<file path="config.mk">
export PLATFORM = sky130hd
export DESIGN_NAME = phy_sideband
export DESIGN_NICKNAME = d
export VERILOG_FILES = /design/src/rtl/phy_sideband.sv
export SDC_FILE = /design/constraint.sdc
export NUM_CORES = 1
export LEC_CHECK = 0
export BUFFER_PORTS_ARGS = -buffer_cell sky130_fd_sc_hd__buf_4
export CORE_AREA = 2 2 39 41
export CTS_BUF_LIST = sky130_fd_sc_hd__clkbuf_8
export DETAILED_ROUTE_END_ITERATION = 6
export DIE_AREA = 0 0 41 43
export GPL_TIMING_DRIVEN = 1
export PLACE_DENSITY = 0.6
export SYNTH_ARGS = -nofsm -noshare
export SYNTH_HDL_FRONTEND = slang
export SYNTH_SLANG_ARGS = --single-unit
</file>
<file path="constraint.sdc">
create_clock -name clk -period 0.8 [get_ports clk]
set_input_delay 0.16 -clock clk [delete_from_list [all_inputs] [get_ports clk]]
set_output_delay 0.16 -clock clk [all_outputs]
set_load 0.005 [all_outputs]
</file>
<file path="src/rtl/phy_sideband.sv">
module phy_sideband (
  input  logic       clk,
  input  logic       rst_n,
  input  logic       ctl_phy_rst,
  input  logic       ctl_force,
  input  logic       ctl_force_fd,
  input  logic [1:0] ctl_force_spd,
  input  logic       ctl_pm_en,
  input  logic       ctl_lsc_ie,
  input  logic       lsc_clr,
  input  logic [1:0] mac_pwr,
  input  logic       phy_link,
  input  logic       phy_fd,
  input  logic [1:0] phy_spd,
  output logic       phy_rst_n,
  output logic       st_link,
  output logic       st_fd,
  output logic [1:0] st_spd,
  output logic       lsc_cause,
  output logic       irq,
  output logic       resync,
  output logic [1:0] phy_pwr
);
  localparam int W = 4;

  logic [W-1:0] s1, s2;
  logic         link_q;
  logic [1:0]   spd_sel;

  always_ff @(posedge clk or negedge rst_n)
    if (!rst_n) begin
      s1     <= '0;
      s2     <= '0;
      link_q <= 1'b0;
    end else begin
      s1     <= {phy_spd, phy_fd, phy_link};
      s2     <= s1;
      link_q <= s2[0];
    end

  assign st_link = s2[0];
  wire   chg     = s2[0] ^ link_q;

  always_ff @(posedge clk or negedge rst_n)
    if (!rst_n)       lsc_cause <= 1'b0;
    else if (chg)     lsc_cause <= 1'b1;
    else if (lsc_clr) lsc_cause <= 1'b0;

  assign irq       = lsc_cause & ctl_lsc_ie;
  assign resync    = s2[0] & ~link_q;
  assign phy_rst_n = rst_n & ~ctl_phy_rst;

  assign st_fd   = ctl_force ? ctl_force_fd : s2[1];
  assign spd_sel = ctl_force ? ctl_force_spd : s2[3:2];
  assign st_spd  = (spd_sel == 2'b11) ? 2'b10 : spd_sel;

  assign phy_pwr = ctl_pm_en ? mac_pwr : 2'b00;
endmodule


</file>
==> impl_metrics.prom, run 1 <==
# TYPE chip_impl_metric gauge
chip_impl_metric{name="grt_first_pass_wirelength",unit="um"} 1040
chip_impl_metric{name="dp_cells",unit=""} 66
chip_impl_metric{name="synth_compound_gate_area_share",unit="%"} 3.97
chip_impl_metric{name="vias_per_cell",unit=""} 3.92
chip_impl_metric{name="finClkSkew",unit="ns"} 0.00354
chip_impl_metric{name="synth-warning-count",unit=""} 0
chip_impl_metric{name="yosys-mux-area-fraction",unit="%"} 8.66
chip_impl_metric{name="core_area",unit="mm2"} 0.00138
chip_impl_info{name="cts_tree",value="done"} 1
chip_impl_metric{name="synth_top_area_share",unit="%"} 72.2
chip_impl_info{name="yosys.cell_count.top_type",value="dfrtp_1"} 1
chip_impl_metric{name="maxCapViolCount",unit=""} 0
chip_impl_metric{name="timing.final.crit_share",unit="%"} 145
chip_impl_metric{name="h-tree-depth",unit=""} 1
chip_impl_metric{name="effective_utilization_at_floorplan",unit="%"} 25.0
chip_impl_metric{name="design.die.area",unit="mm2"} 0.00176
chip_impl_metric{name="max_slew_margin",unit="%"} 87.8
chip_impl_info{name="startpoint_type_of_the_worst_setup_path",value="register"} 1
chip_impl_metric{name="pin_count_of_the_biggest_net_entering_global_routing",unit=""} 11
chip_impl_metric{name="dp.final_hpwl",unit="um"} 483
chip_impl_metric{name="antenna_found_initial",unit=""} 0
chip_impl_metric{name="share_seq_of_total_power",unit="%"} 39.5
chip_impl_metric{name="netlist_area",unit="um2"} 347
chip_impl_metric{name="synth_sequential_area_ratio",unit="%"} 72.2
chip_impl_metric{name="rows",unit=""} 14
chip_impl_metric{name="worstPathRequired",unit="ns"} 0.64
chip_impl_metric{name="synth_simple_gate_area_share",unit="%"} 8.30
chip_impl_metric{name="count_of_endpoints_failing_setup_in_the_final_report",unit=""} 8
chip_impl_metric{name="synth_cell_types",unit=""} 9
chip_impl_metric{name="final.setup.worst_slack",unit="ns"} -0.364
chip_impl_metric{name="synth_enable_flop_cells",unit=""} 0
chip_impl_metric{name="critical_path_arrival",unit="ns"} 1.00
chip_impl_metric{name="syn_nets",unit=""} 40
chip_impl_metric{name="fin_nets",unit=""} 75
chip_impl_metric{name="yosys.area_share.adder",unit="%"} 3.61
chip_impl_metric{name="clock.fmax",unit="MHz"} 859
chip_impl_metric{name="fp.dieH",unit="um"} 43
chip_impl_metric{name="syn-instance-count",unit=""} 23
chip_impl_metric{name="net-switching-power",unit="uW"} 268
chip_impl_info{name="run_status",value="finished with violations"} 1
chip_impl_metric{name="place_congestion",unit=""} 0.650
chip_impl_metric{name="worstSkewPairLatency",unit="ns"} 0.24
chip_impl_info{name="post-synth-top-area-cell",value="dfrtp_1"} 1
chip_impl_info{name="critical_path_class",value="reg -> out"} 1
chip_impl_metric{name="clock_sinks",unit=""} 10
chip_impl_metric{name="async_flop_share",unit="%"} 100
chip_impl_metric{name="number_of_global_route_vias_before_repair",unit=""} 290
chip_impl_info{name="clock_tree.root_cell",value="clkbuf_8"} 1
chip_impl_metric{name="wl",unit="um"} 659
chip_impl_metric{name="area_growth_syn_to_layout",unit="%"} 102
chip_impl_metric{name="timing_max_transition_violations_final",unit=""} 0
chip_impl_metric{name="cts_made_buffers",unit=""} 3
chip_impl_metric{name="antenna_cells",unit=""} 0
chip_impl_metric{name="syn_avg_cell_area",unit="um2"} 15.1
chip_impl_metric{name="route.antenna.remaining_nets",unit=""} 0
chip_impl_metric{name="drcViolationCount",unit=""} 0
chip_impl_metric{name="place.port_buffers",unit=""} 25
chip_impl_metric{name="yosys_register_bits",unit=""} 10
chip_impl_metric{name="power_switching_share",unit="%"} 19.2
chip_impl_info{name="ys_dominant_reg_cell",value="dfrtp_1"} 1
chip_impl_metric{name="power_per_standard_cell_area",unit="mW/mm2"} 1990
chip_impl_metric{name="final_cells",unit=""} 73
chip_impl_metric{name="final_hold_viol_count",unit=""} 0
chip_impl_info{name="crit_path_end_kind",value="output port"} 1
chip_impl_metric{name="vias",unit=""} 286
chip_impl_metric{name="total_grt_overflow",unit=""} 0
chip_impl_metric{name="detailedRoute.firstIterationViolations",unit=""} 0
chip_impl_info{name="failed_checks",value="negative setup slack"} 1
chip_impl_info{name="ys_top_cells_by_area",value="dfrtp_1, mux2_4, and2_1"} 1
chip_impl_metric{name="critical_path_peak_fanout",unit=""} 2
chip_impl_metric{name="pwr-share-clk",unit="%"} 44.6
chip_impl_metric{name="drt_pre_antenna_iters",unit=""} 1
chip_impl_metric{name="io_pins",unit=""} 26
chip_impl_metric{name="max-vdd-ir-drop",unit="V"} 0.00161
chip_impl_metric{name="cellLeakagePower",unit="nW"} 0.357
chip_impl_metric{name="max-clock-path-buffers",unit=""} 2
chip_impl_metric{name="path_clk_slew",unit="ns"} 0.05
chip_impl_metric{name="max_slew.worst_pin.slew",unit="ns"} 0.184
chip_impl_info{name="class_of_the_tightest_hold_or_removal_check",value="in -> reg"} 1
chip_impl_info{name="ys_top_cells_by_count",value="dfrtp_1, and2_1, inv_1"} 1
chip_impl_metric{name="drive_above_1_share",unit="%"} 66.7
chip_impl_metric{name="final.setup.tns",unit="ns"} -2.05
chip_impl_metric{name="p_total",unit="mW"} 1.39
chip_impl_metric{name="fill_cells",unit=""} 130
chip_impl_info{name="largest_family_of_logic_cells_by_synthesized_area",value="multiplexers"} 1
chip_impl_info{name="unrepaired_setup_endpoints_after_global_routing",value="true"} 1
chip_impl_metric{name="share_comb_of_total_power",unit="%"} 15.9
chip_impl_metric{name="finalWorstPathRequiredPeriod",unit="ns"} 1.16
chip_impl_metric{name="post_drt_wl_per_cell",unit="um"} 9.03
chip_impl_metric{name="cellInternalPower",unit="mW"} 1.13
chip_impl_metric{name="synth_xor_xnor_area_share",unit="%"} 0
chip_impl_metric{name="die_x",unit="um"} 41
chip_impl_metric{name="globalRouteTotalUtil",unit="%"} 9.41
[power by group through the flow]
stage,logic (mW),registers [mW],clock network (mW)
2_1_floorplan,0.0402,0.554,0
3_3_place_gp,0.169,0.554,0
3_5_place_dp,0.171,0.555,0
4_1_cts,0.220,0.549,0.640
5_1_grt,0.242,0.552,0.666
6_report,0.222,0.550,0.622
[state kept, by name, indices dropped and copies added, names as in the netlist]
name	count
s1	4
lsc_cause	1
link_q	1
s2	4
[repair_timing]
action	in CTS	in global routing
setup buffers	2	0
setup endpoints to repair	8	8
hold endpoints to repair	10	0
hold buffers	1	0
pin swaps	1	0
gates resized for setup	10	1
[logic make-up after synthesis]
kind of cell / after synthesis
and+or+nand+nor: 5
AOI/OAI and AO/OA: 2
muxes: 2
DFF: 10
buffers and inverters: 3
adders and majority gates: 1
[area by class of cell]
| type | instances | area [um2] | area share, % |
|---|---|---|---|
| inverter | 3 | 11.3 | 1.61 |
| sequential | 10 | 250 | 35.8 |
| multi-input combinational | 10 | 109 | 15.6 |
| clock buffer | 4 | 55.1 | 7.87 |
| tap | 16 | 20.0 | 2.86 |
| timing repair buffer | 30 | 254 | 36.3 |
[critical path: stages (launching register included)]
cell and delay [ns]:
dfrtp_1 0.38, mux2_4 0.27, buf_6 0.11
[worst paths after layout]
check | startpoint | to | slack [ns] | depth (start not counted)
worst min-delay path | phy_spd[1] | s1[3] | 0.03 | 1
worst max register to register | s2[0] | lsc_cause | -0.04 | 2
worst max-delay path | s2[3] | st_spd[1] | -0.36 | 2
min in group asynchronous | rst_n | s1[3] | 0.37 | 3
worst min register to register | s1[1] | s2[1] | 0.34 | 0
max in group asynchronous | rst_n | lsc_cause | 0.29 | 3
[cell usage in the layout, fill, tap and decap left out]
cell	count
clkbuf_8	4
inv_1	3
and2_1	3
dlygate4sd3_1	1
o32ai_2	1
buf_6	7
o21ai_2	1
dfrtp_1	10
nor2b_1	1
ha_4	1
nand2_1	1
mux2_4	2
buf_4	22
[routing by layer]
metal  wire [um]  global-route usage, %  share of wire (%)
met1         222                   7.85                 34
met2         339                   15.0                 51
met5           0                      0                  0
met4          19                   8.00                2.9
met3          77                   4.71                 12
[stage by stage]
step / hold WS [ns] / area, um2 / worst slack, ns / util, %
2_1_floorplan: -0.136 / 347 / -0.0142 / -
3_3_place_gp: 0.0926 / 569 / -0.107 / 41.1
3_5_place_dp: 0.0910 / 569 / -0.113 / 41.1
4_1_cts: 0.0240 / 692 / -0.363 / 50.0
5_1_grt: 0.0228 / 699 / -0.401 / 50.5
6_report: 0.0282 / 699 / -0.364 / 50.5
Power figures use the tool's default switching activity.
==> run 2, diff against run 1 <==
- ABC_AREA: default -> 1
- CTS_CLUSTER_SIZE: default -> 25
- PLACE_DENSITY: 0.6 -> 0.62
==> run 2 against run 1 <==
The flow still finishes with violations (negative setup slack). Register-to-register slack hardly changed. Critical endpoint is now st_spd[0]. Clock power shrank 23%. Maximum frequency is 8.7% higher. Largest cell class is now sequential cells. Clock-buffer cell count is 1 lower. Clock skew down 0.0029 ns. First-iteration DRC count unchanged. Sequential cell count did not move. Synthesized cell count grew 61%.
==> impl_metrics.prom, run 2 <==
# TYPE chip_impl_metric gauge
chip_impl_metric{name="synth-warning-count",unit=""} 0
chip_impl_metric{name="timing.final.crit_share",unit="%"} 134
chip_impl_metric{name="post-route-cell-area",unit="um2"} 679
chip_impl_metric{name="post-cts-setup-buffer-count",unit=""} 0
chip_impl_metric{name="final.setup.tns",unit="ns"} -1.52
chip_impl_metric{name="power_per_standard_cell_area",unit="mW/mm2"} 1810
chip_impl_info{name="ys_top_cells_by_count",value="nand2_1, dfrtp_1, inv_1"} 1
chip_impl_metric{name="syn-instance-count",unit=""} 37
chip_impl_metric{name="final_cells",unit=""} 84
chip_impl_metric{name="worst-r2r-cell-count",unit=""} 2
chip_impl_metric{name="post_drt_wl_per_cell",unit="um"} 7.36
chip_impl_metric{name="final.setup.worst_slack",unit="ns"} -0.270
chip_impl_metric{name="critPathMaxStageDelay",unit="ns"} 0.36
chip_impl_metric{name="yosys_register_bits",unit=""} 10
chip_impl_metric{name="effective_utilization_at_floorplan",unit="%"} 26.5
chip_impl_info{name="post-synth-top-area-cell",value="dfrtp_1"} 1
chip_impl_info{name="timing.rr.end",value="lsc_cause"} 1
chip_impl_metric{name="synth_xor_xnor_area_share",unit="%"} 0
chip_impl_metric{name="pin_count_of_the_biggest_net_entering_global_routing",unit=""} 11
chip_impl_metric{name="utilization",unit="%"} 49.1
chip_impl_metric{name="async_flop_share",unit="%"} 100
chip_impl_metric{name="synth_enable_flop_cells",unit=""} 0
chip_impl_metric{name="worstSkewPairLatency",unit="ns"} 0.22
chip_impl_metric{name="finalHoldWorstSlack",unit="ns"} 0.0404
chip_impl_metric{name="synth_top_area_share",unit="%"} 68.3
chip_impl_info{name="regToRegStartpoint",value="s2[0]"} 1
chip_impl_metric{name="antenna_found_initial",unit=""} 0
chip_impl_metric{name="area_growth_syn_to_layout",unit="%"} 85.3
chip_impl_metric{name="dp_cells",unit=""} 80
chip_impl_metric{name="vias_per_cell",unit=""} 3.87
chip_impl_metric{name="finalWorstPathRequiredPeriod",unit="ns"} 1.07
chip_impl_metric{name="placed_area",unit="um2"} 589
chip_impl_metric{name="timing_max_transition_violations_final",unit=""} 0
chip_impl_metric{name="die_x",unit="um"} 41
chip_impl_info{name="hold_ep",value="s1[0]"} 1
chip_impl_metric{name="dp.final_hpwl",unit="um"} 505
chip_impl_info{name="yosys.cell_count.top_type",value="nand2_1"} 1
chip_impl_metric{name="io_pins",unit=""} 26
chip_impl_metric{name="timing.hold.worst_path_depth",unit=""} 1
chip_impl_metric{name="finClkSkew",unit="ns"} 0.000617
chip_impl_info{name="ys_top_cells_by_area",value="dfrtp_1, nand2_1, inv_1"} 1
chip_impl_info{name="run_status",value="finished with violations"} 1
chip_impl_metric{name="p_total",unit="mW"} 1.23
chip_impl_metric{name="worstPathRequired",unit="ns"} 0.64
chip_impl_metric{name="drt_pre_antenna_iters",unit=""} 1
chip_impl_metric{name="synth_simple_gate_area_share",unit="%"} 15.7
chip_impl_metric{name="synth_cell_types",unit=""} 8
chip_impl_info{name="clock_tree.root_cell",value="clkbuf_8"} 1
chip_impl_metric{name="route.antenna.remaining_nets",unit=""} 0
chip_impl_metric{name="drcViolationCount",unit=""} 0
chip_impl_metric{name="netlist_area",unit="um2"} 367
chip_impl_metric{name="max-vdd-ir-drop",unit="V"} 0.00101
chip_impl_metric{name="vias",unit=""} 325
chip_impl_metric{name="syn_avg_cell_area",unit="um2"} 9.91
chip_impl_metric{name="wl",unit="um"} 618
chip_impl_info{name="cts_tree",value="done"} 1
chip_impl_metric{name="total_grt_overflow",unit=""} 0
chip_impl_info{name="startpoint_type_of_the_worst_setup_path",value="register"} 1
chip_impl_metric{name="synth_sequential_area_ratio",unit="%"} 68.3
chip_impl_metric{name="yosys.area_share.adder",unit="%"} 3.41
chip_impl_info{name="unrepaired_setup_endpoints_after_global_routing",value="true"} 1
chip_impl_info{name="ys_dominant_reg_cell",value="dfrtp_1"} 1
chip_impl_info{name="hp-start",value="phy_link"} 1
chip_impl_metric{name="fp.dieH",unit="um"} 43
chip_impl_metric{name="path_clk_slew",unit="ns"} 0.04
chip_impl_metric{name="critical_path_arrival",unit="ns"} 0.91
chip_impl_info{name="crit_path_end_kind",value="output port"} 1
chip_impl_metric{name="synth_compound_gate_area_share",unit="%"} 1.37
chip_impl_info{name="top_library_cells_by_usage_in_the_layout_fill_and_taps_aside",value="buf_4, nand2_1, dfrtp_1"} 1
chip_impl_metric{name="max_slew.worst_pin.slew",unit="ns"} 0.144
chip_impl_info{name="class_of_the_tightest_hold_or_removal_check",value="in -> reg"} 1
chip_impl_metric{name="clock.fmax",unit="MHz"} 934
chip_impl_info{name="critical-path-top-cell-by-count",value="nand2_2"} 1
chip_impl_metric{name="syn_nets",unit=""} 54
chip_impl_metric{name="number_of_global_route_vias_before_repair",unit=""} 267
chip_impl_metric{name="detailedRoute.firstIterationViolations",unit=""} 0
chip_impl_metric{name="max_slew_margin",unit="%"} 90.4
chip_impl_info{name="slowest_stage",value="dfrtp_1"} 1
chip_impl_info{name="critical_path.top_delay_family",value="flip-flops"} 1
chip_impl_metric{name="drive_above_1_share",unit="%"} 54.4
chip_impl_metric{name="detailedPlace.worstSlack",unit="ns"} -0.0462
chip_impl_info{name="worstPathCellList",value="inv_2, nand2_2, nand2_2, nand2_1, inv_1, buf_6"} 1
chip_impl_metric{name="maxCapViolCount",unit=""} 0
chip_impl_info{name="critical_path_class",value="reg -> out"} 1
chip_impl_metric{name="path_buf_inv",unit=""} 3
chip_impl_metric{name="count_of_endpoints_failing_setup_in_the_final_report",unit=""} 8
chip_impl_info{name="mostFrequentLayoutCell",value="buf_4"} 1
chip_impl_metric{name="max-clock-path-buffers",unit=""} 2
chip_impl_info{name="failed_checks",value="negative setup slack"} 1
chip_impl_metric{name="final_hold_viol_count",unit=""} 0
chip_impl_metric{name="cellLeakagePower",unit="nW"} 0.393
chip_impl_metric{name="h-tree-depth",unit=""} 1
chip_impl_metric{name="fin_nets",unit=""} 87
chip_impl_metric{name="core_area",unit="mm2"} 0.00138
chip_impl_metric{name="antenna_cells",unit=""} 0
chip_impl_metric{name="cts_made_buffers",unit=""} 3
chip_impl_metric{name="place.port_buffers",unit=""} 25
chip_impl_metric{name="place_congestion",unit=""} 0.563
chip_impl_metric{name="clock_sinks",unit=""} 10
chip_impl_metric{name="grt_first_pass_wirelength",unit="um"} 855
chip_impl_metric{name="rows",unit=""} 14
chip_impl_info{name="largest_family_of_logic_cells_by_synthesized_area",value="simple AND/OR/NAND/NOR gates"} 1
chip_impl_metric{name="slack_of_the_worst_reg_to_reg_path",unit="ns"} -0.03
chip_impl_metric{name="yosys-mux-area-fraction",unit="%"} 0
chip_impl_metric{name="critical_path_peak_fanout",unit=""} 2
chip_impl_metric{name="globalRouteTotalUtil",unit="%"} 7.79
chip_impl_info{name="layout_top_registers",value="s1 (4), s2 (4)"} 1
chip_impl_metric{name="design.die.area",unit="mm2"} 0.00176
[run 2: cell types whose count changed after synthesis, sizes merged]
cell,previous run,this run
and2,3,0
inv,3,11
mux2,2,0
nand2,1,13
nor2,0,1
nor2b,1,0
o32ai,1,0
[run 2: worst max path at each step]
| stage | slack (ns) | cells after the start | startpoint | end |
|---|---|---|---|---|
| floorplan | -0.01 | 2 | s2[0] | lsc_cause |
| global placement | -0.03 | 6 | s2[3] | st_spd[0] |
| finish | -0.27 | 6 | s2[3] | st_spd[0] |
| detailed placement | -0.05 | 6 | s2[3] | st_spd[0] |
| CTS | -0.29 | 6 | s2[3] | st_spd[0] |
| global route | -0.35 | 6 | s2[3] | st_spd[0] |
[run 2: per-layer routing]
layer,track usage (%),up-vias,wire length (um)
li1,-,164,-
met1,6.87,142,215
met2,11.9,19,314
met3,3.14,0,89
met4,8.00,0,0
met5,0,-,0
[run 2: layout make-up]
type                       instances  area (um2)
fill                             146         704
sequential                        10         250
timing repair buffer              28         235
multi-input combinational         16        91.3
clock buffer                       3        41.3
inverter                          11        41.3
tap                               16        20.0
[run 2: power breakdown]
part	total [mW]	internal [mW]	switching, mW
sequential	0.551	0.537	0.0142
combinational	0.201	0.132	0.0696
clock	0.481	0.326	0.155
[run 2: logic make-up after synthesis]
kind of cell,count (synthesis)
buf+inv,11
simple gates,14
fa+ha+maj,1
flops,10
compound gates,1
[run 2: timing repair]
action | 4_1_cts | 5_1_grt
endpoints found under the setup margin | 8 | 8
endpoints found under the hold margin | 10 | 0
pin swaps | 4 | 1
hold buffers | 1 | 0
resized for setup | 7 | 4
